`config.mk`:
```
export PLATFORM = sky130hd
export DESIGN_NAME = fp_addsub
export DESIGN_NICKNAME = d
export VERILOG_FILES = /design/src/rtl/fpa_pkg.sv /design/src/rtl/fpa_align.sv /design/src/rtl/fpa_normround.sv /design/src/rtl/fp_addsub.sv
export SDC_FILE = /design/constraint.sdc
export NUM_CORES = 1
export LEC_CHECK = 0
export BUFFER_PORTS_ARGS = -buffer_cell sky130_fd_sc_hd__buf_4
export CAP_MARGIN = 20
export CELL_PAD_IN_SITES_DETAIL_PLACEMENT = 0
export CELL_PAD_IN_SITES_GLOBAL_PLACEMENT = 2
export CORE_MARGIN = 1
export CORE_UTILIZATION = 33
export DETAILED_ROUTE_END_ITERATION = 8
export PLACE_DENSITY = 0.8
export SYNTH_ARGS = -nofsm -noshare
export SYNTH_HDL_FRONTEND = slang
export SYNTH_SLANG_ARGS = --single-unit
```
`constraint.sdc`:
```
create_clock -name clk_i -period 6.3 [get_ports clk_i]
set_clock_uncertainty 0.15 [all_clocks]
set_input_delay 0.63 -clock clk_i [delete_from_list [all_inputs] [get_ports clk_i]]
set_output_delay 0.63 -clock clk_i [all_outputs]
set_load 0.01 [all_outputs]
```
`src/rtl/fpa_pkg.sv`:
```
package fpa_pkg;
  localparam int EXP_W  = 8;
  localparam int FRAC_W = 23;
  localparam int WORD_W = 1 + EXP_W + FRAC_W;
  localparam int SIG_W  = FRAC_W + 1;          // with hidden bit
  localparam int EXT_W  = SIG_W + 3;           // guard, round, sticky
  localparam int SUM_W  = EXT_W + 1;           // carry
  localparam int EXN_W  = EXP_W + 2;           // headroom for exponent adjust
  localparam int LZ_W   = $clog2(EXT_W + 1);
  localparam logic [EXP_W-1:0]  EXP_MAX = '1;
  localparam logic [WORD_W-1:0] QNAN    = {1'b0, EXP_MAX, 1'b1, {(FRAC_W-1){1'b0}}};

  typedef struct packed {
    logic              spec;
    logic [WORD_W-1:0] spec_res;
    logic              sign;
    logic [EXP_W-1:0]  exp;
    logic [SUM_W-1:0]  sum;
  } fpa_mid_t;

  function automatic logic [LZ_W-1:0] lzc(input logic [EXT_W-1:0] v);
    int n;
    n = EXT_W;
    for (int i = 0; i < EXT_W; i++) if (v[i]) n = EXT_W - 1 - i;
    return n[LZ_W-1:0];
  endfunction
endpackage

```
`src/rtl/fpa_align.sv`:
```
module fpa_align
  import fpa_pkg::*;
(
  input  logic [WORD_W-1:0] a_i,
  input  logic [WORD_W-1:0] b_i,
  input  logic              sub_i,
  output fpa_mid_t          mid_o
);
  logic [WORD_W-1:0] w   [2];
  logic              sgn [2];
  logic [EXP_W-1:0]  ex  [2];
  logic [SIG_W-1:0]  sig [2];
  logic              inf [2];
  logic              nan [2];

  assign w[0] = a_i;
  assign w[1] = b_i;

  for (genvar g = 0; g < 2; g++) begin : g_unpack
    logic [EXP_W-1:0]  e;
    logic [FRAC_W-1:0] f;
    assign e      = w[g][WORD_W-2:FRAC_W];
    assign f      = w[g][FRAC_W-1:0];
    assign sgn[g] = w[g][WORD_W-1] ^ ((g == 1) ? sub_i : 1'b0);
    assign ex[g]  = (e == '0) ? EXP_W'(1) : e;   // denormal scale
    assign sig[g] = {e != '0, f};
    assign inf[g] = (e == EXP_MAX) && (f == '0);
    assign nan[g] = (e == EXP_MAX) && (f != '0);
  end

  logic             swap, eff_sub, sign_l;
  logic [EXP_W-1:0] exp_l, exp_s, d;
  logic [EXT_W-1:0] ext_l, ext_s, mask, shifted, aligned;
  logic [SUM_W-1:0] sum;

  always_comb begin
    swap    = b_i[WORD_W-2:0] > a_i[WORD_W-2:0];
    eff_sub = sgn[0] ^ sgn[1];
    exp_l   = swap ? ex[1]  : ex[0];
    exp_s   = swap ? ex[0]  : ex[1];
    sign_l  = swap ? sgn[1] : sgn[0];
    ext_l   = {(swap ? sig[1] : sig[0]), 3'b000};
    ext_s   = {(swap ? sig[0] : sig[1]), 3'b000};
    d       = exp_l - exp_s;
    mask    = ~({EXT_W{1'b1}} << d);           // shift >= width gives full mask
    shifted = ext_s >> d;
    aligned = {shifted[EXT_W-1:1], shifted[0] | (|(ext_s & mask))};
    sum     = eff_sub ? ({1'b0, ext_l} - {1'b0, aligned})
                      : ({1'b0, ext_l} + {1'b0, aligned});

    mid_o.sign = (sum == '0 && eff_sub) ? 1'b0 : sign_l;
    mid_o.exp  = exp_l;
    mid_o.sum  = sum;
    mid_o.spec = inf[0] | inf[1] | nan[0] | nan[1];
    if (nan[0] || nan[1] || (inf[0] && inf[1] && eff_sub))
      mid_o.spec_res = QNAN;
    else
      mid_o.spec_res = {(inf[0] ? sgn[0] : sgn[1]), EXP_MAX, {FRAC_W{1'b0}}};
  end
endmodule

```
`src/rtl/fpa_normround.sv`:
```
module fpa_normround
  import fpa_pkg::*;
(
  input  fpa_mid_t          mid_i,
  output logic [WORD_W-1:0] res_o,
  output logic              ovf_o,
  output logic              unf_o
);
  logic [EXT_W-1:0] m;
  logic [EXN_W-1:0] e, lim, sh, lz;
  logic [SIG_W:0]   mant;
  logic             rnd_up;
  logic [EXP_W-1:0] fld;

  always_comb begin
    lz  = EXN_W'(lzc(mid_i.sum[EXT_W-1:0]));
    lim = EXN_W'(mid_i.exp) - EXN_W'(1);
    sh  = '0;
    if (mid_i.sum[SUM_W-1]) begin
      m = {mid_i.sum[SUM_W-1:2], |mid_i.sum[1:0]};
      e = EXN_W'(mid_i.exp) + EXN_W'(1);
    end else begin
      sh = (lz < lim) ? lz : lim;                  // stop at the denormal floor
      m  = mid_i.sum[EXT_W-1:0] << sh;
      e  = EXN_W'(mid_i.exp) - sh;
    end
    rnd_up = m[2] & (m[1] | m[0] | m[3]);
    mant   = {1'b0, m[EXT_W-1:3]} + (SIG_W+1)'(rnd_up);
    if (mant[SIG_W]) begin
      mant = mant >> 1;
      e    = e + EXN_W'(1);
    end
    fld   = mant[SIG_W-1] ? e[EXP_W-1:0] : '0;
    ovf_o = 1'b0;
    unf_o = 1'b0;
    if (mid_i.spec) begin
      res_o = mid_i.spec_res;
    end else if (e >= EXN_W'(EXP_MAX)) begin
      res_o = {mid_i.sign, EXP_MAX, {FRAC_W{1'b0}}};
      ovf_o = 1'b1;
    end else begin
      res_o = {mid_i.sign, fld, mant[FRAC_W-1:0]};
      unf_o = !mant[SIG_W-1] && (mant[FRAC_W-1:0] != '0);
    end
  end
endmodule

```
`src/rtl/fp_addsub.sv`:
```
module fp_addsub
  import fpa_pkg::*;
(
  input  logic              clk_i,
  input  logic              rst_ni,
  input  logic              valid_i,
  input  logic              sub_i,
  input  logic [WORD_W-1:0] a_i,
  input  logic [WORD_W-1:0] b_i,
  output logic              valid_o,
  output logic [WORD_W-1:0] result_o,
  output logic              ovf_o,
  output logic              unf_o
);
  fpa_mid_t          mid_d, mid_q;
  logic              s1_valid_q;
  logic [WORD_W-1:0] res_d;
  logic              ovf_d, unf_d;

  fpa_align u_align (.a_i(a_i), .b_i(b_i), .sub_i(sub_i), .mid_o(mid_d));

  always_ff @(posedge clk_i or negedge rst_ni) begin
    if (!rst_ni) begin
      s1_valid_q <= 1'b0;
      mid_q      <= '0;
    end else begin
      s1_valid_q <= valid_i;
      if (valid_i) mid_q <= mid_d;
    end
  end

  fpa_normround u_norm (.mid_i(mid_q), .res_o(res_d), .ovf_o(ovf_d), .unf_o(unf_d));

  always_ff @(posedge clk_i or negedge rst_ni) begin
    if (!rst_ni) begin
      valid_o  <= 1'b0;
      result_o <= '0;
      ovf_o    <= 1'b0;
      unf_o    <= 1'b0;
    end else begin
      valid_o <= s1_valid_q;
      if (s1_valid_q) begin
        result_o <= res_d;
        ovf_o    <= ovf_d;
        unf_o    <= unf_d;
      end
    end
  end
endmodule

```
* After elaboration in Yosys (flattened, before gate mapping)
Cells that the tools add are included.
** Operators by class
- Equality and inequality tests :: 2
- Magnitude comparators :: 3
- Shifts and indexed selects :: 3
- Reductions and logical operators :: 23
- Add/subtract/negate cells :: 8
- Mux-type cells :: 50
- Bitwise gates (word level) :: 11
** Operators with widths (count)
- 5-bit 2-to-1 mux :: 25
- 24-bit 2-to-1 mux :: 3
- 23-bit nonzero test :: 3
- 32-bit 2-to-1 mux :: 2
- 23-bit logical NOT :: 2
- 8-bit 2-to-1 mux :: 5
- 31-bit > comparator :: 1
- 31-bit 2-to-1 mux :: 1
- 10-bit 2-to-1 mux :: 3
- 27-bit by 27-bit adder with 28-bit output :: 1
- 28-bit logical NOT :: 1
- 28-bit 2-to-1 mux :: 1
- 27-bit by 27-bit subtractor with 28-bit output :: 1
- 27-bit AND :: 1
- 27-bit 2-to-1 mux :: 1
- 27-bit NOT :: 1
- 27-bit OR reduction :: 1
- 27-bit by 10-bit left shift with 27-bit output :: 1
- 27-bit by 8-bit left shift with 27-bit output, first input constant :: 1
- 27-bit by 8-bit right shift with 27-bit output :: 1
- 24-bit by 1-bit adder with 25-bit output :: 1
- 8-bit equality test, second input constant :: 2
- 8-bit logical NOT :: 2
- 8-bit nonzero test :: 2
- 16 further kinds :: 37
** Word-level totals
- Logic and storage cells :: 110
- Output and inout port bits :: 35
- Input bits :: 68
- Bits in registers :: 106

* Longest topological paths before layout
- Word-level depth :: 40
- Mapped depth :: 48

* Cells and area by module
Synthesis repeated with hierarchy kept, for this count alone.
** Second synthesis, totals
- Cells, all modules :: 2084
- Area, all modules :: 16903.7 sq um
** Modules (own cells, without submodules)
- fpa_align :: sequential area each 0.0 sq um, cells an instance 1176, times used 1, area each 7910.1 sq um
- fpa_normround :: sequential area each 0.0 sq um, cells an instance 686, times used 1, area each 4665.7 sq um
- fp_addsub :: sequential area each 2652.5 sq um, cells an instance 222, times used 1, area each 4327.9 sq um

* Worst setup path after synthesis
Ideal clock, no wire load.
- Path type :: input port to flip-flop
- Start :: in a_i[16]
- End :: reg mid_q[36] in the netlist's numbering
- Path slack :: -3.351 ns
- Data required time :: 6.018 ns
- Stages :: 47
- Buffers on the path :: 7
- Data arrival time :: 9.369 ns
- Cell sequence :: inv_1 -> ha_1 -> a211oi_1 -> o21ai_0 -> a221oi_1 -> nand4_1 -> nand3_2 -> buf_4 -> buf_2 -> buf_2 -> buf_1 -> clkbuf_1 -> clkbuf_1 -> a21oi_1 -> fa_1 -> a211oi_1 -> o21bai_1 -> a21oi_1 -> [... 11 more ...] -> fa_1 -> nand2b_1 -> a21oi_1 -> o21bai_1 -> a21oi_1 -> or2_2 -> a21oi_1 -> o211ai_1 -> a311o_1 -> a21oi_1 -> nor2_1 -> o21ai_0 -> nand2_1 -> o21ai_0 -> xor2_1 -> or4_1 -> nor4b_1 -> a31oi_1
** Between the ends
- Cells in the longest elaborated chain, start to end :: 13
- Elaborated cells on any way between the ends :: 19
- Those cells by class :: add/sub: 3; order compare: 1; shift: 2; mux: 7; bitwise: 3; reduce/logical: 3
** Ends and longest elaborated chain
- from (decl) :: RTL line fp_addsub.sv:8 : input logic [WORD_W-1:0] a_i,
- 31-bit > comparator :: RTL line fpa_align.sv:37 : swap = b_i[WORD_W-2:0] > a_i[WORD_W-2:0];
- 8-bit 2-to-1 mux, on equally long branches :: RTL line fpa_align.sv:39, fpa_align.sv:40
- 8-bit subtractor :: RTL line fpa_align.sv:44 : d = exp_l - exp_s;
- 27-bit by 8-bit left shift with 27-bit output :: RTL line fpa_align.sv:45 : mask = ~({EXT_W{1'b1}} << d);
- 27-bit NOT :: RTL line fpa_align.sv:45
- 27-bit AND :: RTL line fpa_align.sv:47 : aligned = {shifted[EXT_W-1:1], shifted[0] | (|(ext_s & mask))};
- 27-bit OR reduction :: RTL line fpa_align.sv:47
- 1-bit bitwise OR :: RTL line fpa_align.sv:47
- 27-bit by 27-bit adder with 28-bit output or 27-bit by 27-bit subtractor with 28-bit output (tied branches) :: RTL line fpa_align.sv:49, fpa_align.sv:48
- 28-bit 2-to-1 mux :: RTL line fpa_align.sv:48 : sum = eff_sub ? ({1'b0, ext_l} - {1'b0, aligned})
- 28-bit logical NOT :: RTL line fpa_align.sv:51 : mid_o.sign = (sum == '0 && eff_sub) ? 1'b0 : sign_l;
- 1-bit logical AND :: RTL line fpa_align.sv:51
- 1-bit 2-to-1 mux (*) :: RTL line fpa_align.sv:51
- to (signal assigned) :: RTL line fp_addsub.sv:28 : if (valid_i) mid_q <= mid_d;
- to (decl) :: RTL line fp_addsub.sv:15 : fpa_mid_t mid_d, mid_q;
Every way passes the cells marked *; elsewhere a longest branch is shown, timed or not.
A chain may end at the register's enable or synchronous reset.

* Worst setup path in the final report
- Start :: in b_i[3]
- End :: reg mid_q[36] in the netlist's numbering
** Between the ends
- Cells in the longest elaborated chain, start to end :: 13
- Elaborated cells on any way between the ends :: 19
- Those cells by class :: add/sub: 3; order compare: 1; shift: 2; mux: 7; bitwise: 3; reduce/logical: 3
** Ends and longest elaborated chain
- from (decl) :: RTL line fp_addsub.sv:9 : input logic [WORD_W-1:0] b_i,
- 31-bit > comparator :: RTL line fpa_align.sv:37
- 8-bit 2-to-1 mux, on equally long branches :: RTL line fpa_align.sv:39, fpa_align.sv:40
- 8-bit subtractor :: RTL line fpa_align.sv:44
- 27-bit by 8-bit left shift with 27-bit output :: RTL line fpa_align.sv:45
- 27-bit NOT :: RTL line fpa_align.sv:45
- 27-bit AND :: RTL line fpa_align.sv:47
- 27-bit OR reduction :: RTL line fpa_align.sv:47
- 1-bit bitwise OR :: RTL line fpa_align.sv:47
- 27-bit by 27-bit adder with 28-bit output or 27-bit by 27-bit subtractor with 28-bit output (tied branches) :: RTL line fpa_align.sv:49, fpa_align.sv:48
- 28-bit 2-to-1 mux :: RTL line fpa_align.sv:48
- 28-bit logical NOT :: RTL line fpa_align.sv:51
- 1-bit logical AND :: RTL line fpa_align.sv:51
- 1-bit 2-to-1 mux (*) :: RTL line fpa_align.sv:51
Marked as above.

==> impl_metrics.csv <==
group,metric,value,unit
critical_path,cpPeakStageDelay,440,ps
logic_synthesis,synthTopCellsByArea,"dfrtp_1 14%, mux2i_1 9.5%, ha_1 9.2%",
min_path,worstHoldPathType,"input pin to asynchronous set/reset pin",
layout,area_growth,63.7,%
logic_synthesis,synth_edf_count,0,
sta,maxSlewViolCount,0,
logic_synthesis,muxShareOfSynthArea,16.1,%
power_and_ir_drop,leakagePower,0.0103,µW
critical_path,critPathRequiredTime,6390,ps
critical_path,critPathMaxFanout,8,
job,maxCapViolations,0,
logic_synthesis,synth.avg_cell_area,7.51,µm²
sta,rsz0062_at_grt,"yes",
logic_synthesis,synth_seq_area_share,14.1,%
placement,gp_congestion,0.952,
power_and_ir_drop,vdd_drop_max,0.000169,V
layout,n_antenna_cell,0,
critical_path,cp_num_buf_inv,4,
route,num_vias,16800,
die,initial_utilization,33.4,%
grt,grt_overflow,0,
status,outcome,"complete, but fails checks",
layout,finalNonFillerCells,3046,
critical_path,cp_common_cell,"a21oi_4",
sta,period_needed,7800,ps
logic_synthesis,synth_area,13600,µm²
clock_network,root_buffer,"clkbuf_16",
power_and_ir_drop,combPwrFrac,84.4,%
route,avgRoutedWirePerCell,20.1,µm
clock_network,cts.clk_slew.worst_paths,70,ps
critical_path,worstSetupPathType,"input pin to register",
clock_network,cts_buffers,9,
sta,fmax,128,MHz
logic_synthesis,synth_top_family_by_area,"compound AO/OA/AOI/OAI gates",
route,wl,61.3,mm
power_and_ir_drop,pwr-share-seq,9.4,%
layout,nNetsFinal,2680,
critical_path,crit_path_end_kind,"register",
die,die_h,205,µm
die,die_x,205,µm
route,drc_errors,0,
status,violations,"setup timing",
sta,timing.slew.headroom,32.5,%
critical_path,worstPathArrival,7890,ps
die,die_area,42200,µm²
logic_synthesis,synth_largest_area_cell,"dfrtp_1",
grt,grt_first_pass_wirelength,92.3,mm
sta,finalSetupTns,-19580,ps
logic_synthesis,synthesis.nets,1987,
route,drt_iter0_markers,1103,
logic_synthesis,synthXorXnorAreaFrac,4.62,%
die,coreArea,40800,µm²
placement,dp_slack,-2470,ps
placement,placed_cells,2943,
grt,antenna_found_initial,0,
clock_network,cts.sinks,77,
route,firstDrtPassIters,5,
logic_synthesis,ys_ff_latch,77,
critical_path,critPathTopFamily,"compound AO/OA/AOI/OAI gates",
logic_synthesis,synth-simple-area-share,22.9,%
sta,fin_crit_sh,124,%
clock_network,postCtsHoldBufs,0,
clock_network,clock_path_buffers,2,
placement,port-buffer-count,102,
logic_synthesis,yosys.area.top_type_share,14.1,%
sta,setup_violations,42,
clock_network,clk_latency,370,ps
power_and_ir_drop,power_switching,4140,µW
clock_network,tritoncts,"built",
layout,design_area,22300,µm²
clock_network,htreeDepth,3,
sta,hold_violations,0,
sta,fin_hold_ws,4.62,ps
grt,grt_use_total,28.0,%
die,num_rows,74,
grt,grt_max_degree,87,
placement,placed_area,19500,µm²
logic_synthesis,synth_top_flop_cell,"dfrtp_1",
logic_synthesis,synth_compound_area_share,25.5,%
placement,hpwl,48.1,mm
logic_synthesis,ys_async_sr_fraction,100,%
power_and_ir_drop,clockPowerShare,6.2,%
logic_synthesis,synth_cell_type_count,100,
power_and_ir_drop,internal-power,4670,µW
critical_path,worstSetupStartpointType,"input pin",
power_and_ir_drop,switching_share,47.0,%
route,ant_nets,0,
layout,drive_gt1_share,47.8,%
sta,setup_ws,-1500,ps
logic_synthesis,synth_fa_ha_area_share,9.61,%
logic_synthesis,synthCells,1816,
die,io_pins,103,
power_and_ir_drop,powerDensity,394,nW/µm²
logic_synthesis,yosys_warnings,0,
grt,grt_pass1_vias,16600,
route,via_per_inst,5.52,
sta,tightest_slew,1010,ps
critical_path,slowest_stage,"or4_4",
## power by group through the flow
stage | Clock (µW) | Combinational [µW] | Sequential [µW]
after floorplan | 0 | 3280 | 876
after global placement | 0 | 6290 | 818
after detailed placement | 0 | 6320 | 826
after CTS | 551 | 6760 | 821
after global routing | 571 | 7950 | 856
final | 543 | 7430 | 830
## flip-flops by register name, summed over array words and instances, names as in the netlist
name        cells
valid_o         1
s1_valid_q      1
result_o       32
mid_q          41
unf_o           1
ovf_o           1
## per-layer routing
layer | part of all wire, % | up-vias | global-route usage (%) | wire [µm]
met5 | 0 | - | 0 | 0
met4 | 4.5 | 0 | 11.6 | 2780
met3 | 3.1 | 132 | 1.90 | 1920
met2 | 51 | 445 | 52.1 | 31500
met1 | 41 | 8123 | 32.9 | 25100
li1 | - | 8099 | - | -
## metrics by stage
step | utilization (%) | total power (µW)
after floorplan | - | 4150
after global placement | 47.8 | 7110
after detailed placement | 47.8 | 7150
after CTS | 51.4 | 8140
after global routing | 54.7 | 9380
final | 54.7 | 8800
## timing repair
action / in CTS / in global routing
gates resized for setup: 157 / 191
cloned: 2 / 1
endpoints found under the setup margin: 61 / 61
pin swaps: 104 / 139
setup buffers: 47 / 48
## placed cells by master (no fill, tap or decap), types with 12 or more instances in the layout
cell / n
a211oi_1: 14
a21o_1: 25
a21oi_1: 87
a21oi_2: 22
a22oi_1: 12
a31oi_1: 23
and3_1: 12
buf_4: 739
buf_6: 38
dfrtp_1: 77
ha_1: 63
ha_4: 28
inv_1: 99
mux2_2: 51
mux2i_1: 115
mux2i_2: 12
nand2_1: 138
nand2b_1: 15
nand3_1: 57
nand4_1: 41
nor2_1: 184
nor2_2: 18
nor2b_1: 13
nor3_1: 47
nor3_2: 15
o211ai_1: 14
o21a_1: 13
o21ai_0: 50
o21ai_1: 20
o21ai_2: 15
xnor2_1: 23
xor2_1: 33
## logic make-up (layout without fill, tap and decap cells)
logic type / Yosys count / count (layout)
AO/OA/AOI/OAI: 491 / 491
XOR/XNOR: 72 / 73
adder cells (fa/ha/maj): 103 / 103
buffers and inverters: 230 / 927
flip-flops: 77 / 77
multiplexers: 199 / 199
AND/OR/NAND/NOR: 644 / 644
## synthesized netlist by cell type, drive strengths merged (17+ instances only)
| library cell | instances |
|---|---|
| mux2 | 56 |
| o21ai | 89 |
| nor2 | 207 |
| mux2i | 134 |
| ha | 100 |
| a22oi | 19 |
| dfrtp | 77 |
| xor2 | 40 |
| nand2 | 142 |
| nand2b | 20 |
| and3 | 17 |
| nor4 | 20 |
| xnor2 | 32 |
| nand4 | 42 |
| a211oi | 24 |
| a21o | 25 |
| nand3 | 61 |
| nor3 | 63 |
| a21oi | 115 |
| buf | 40 |
| a31oi | 27 |
| clkbuf | 68 |
| inv | 120 |
## worst register-to-register path, delay by kind of cell (launching register included)
family / cells / cell delay [ps]
AO/OA/AOI/OAI: 12 / 2440
AND/OR/NAND/NOR: 11 / 2180
buffers and inverters: 5 / 580
adder cells (fa/ha/maj): 2 / 410
flip-flops: 1 / 400
XOR/XNOR: 1 / 220
## worst paths after layout
path	start	to	slack [ps]	depth (start not counted)
setup / recovery	b_i[3]	mid_q[36]	-1500	43
hold / removal	rst_ni	result_o[30]	5	1
setup reg to reg	mid_q[3]	result_o[17]	-160	31
hold reg to reg	mid_q[67]	mid_q[67]	300	2
max in group asynchronous	rst_ni	mid_q[0]	5400	2
min in group clk_i	mid_q[67]	mid_q[67]	300	2
## layout make-up
class                      instances  area (µm²)
clock inverter                     7        72.6
tap                              532         666
multi-input combinational       1510       12700
fill                            3883       18500
timing repair buffer             789        6220
clock buffer                       9         225
sequential                        77        1930
inverter                         122         498
No activity file was read; power rests on OpenSTA's default activity.
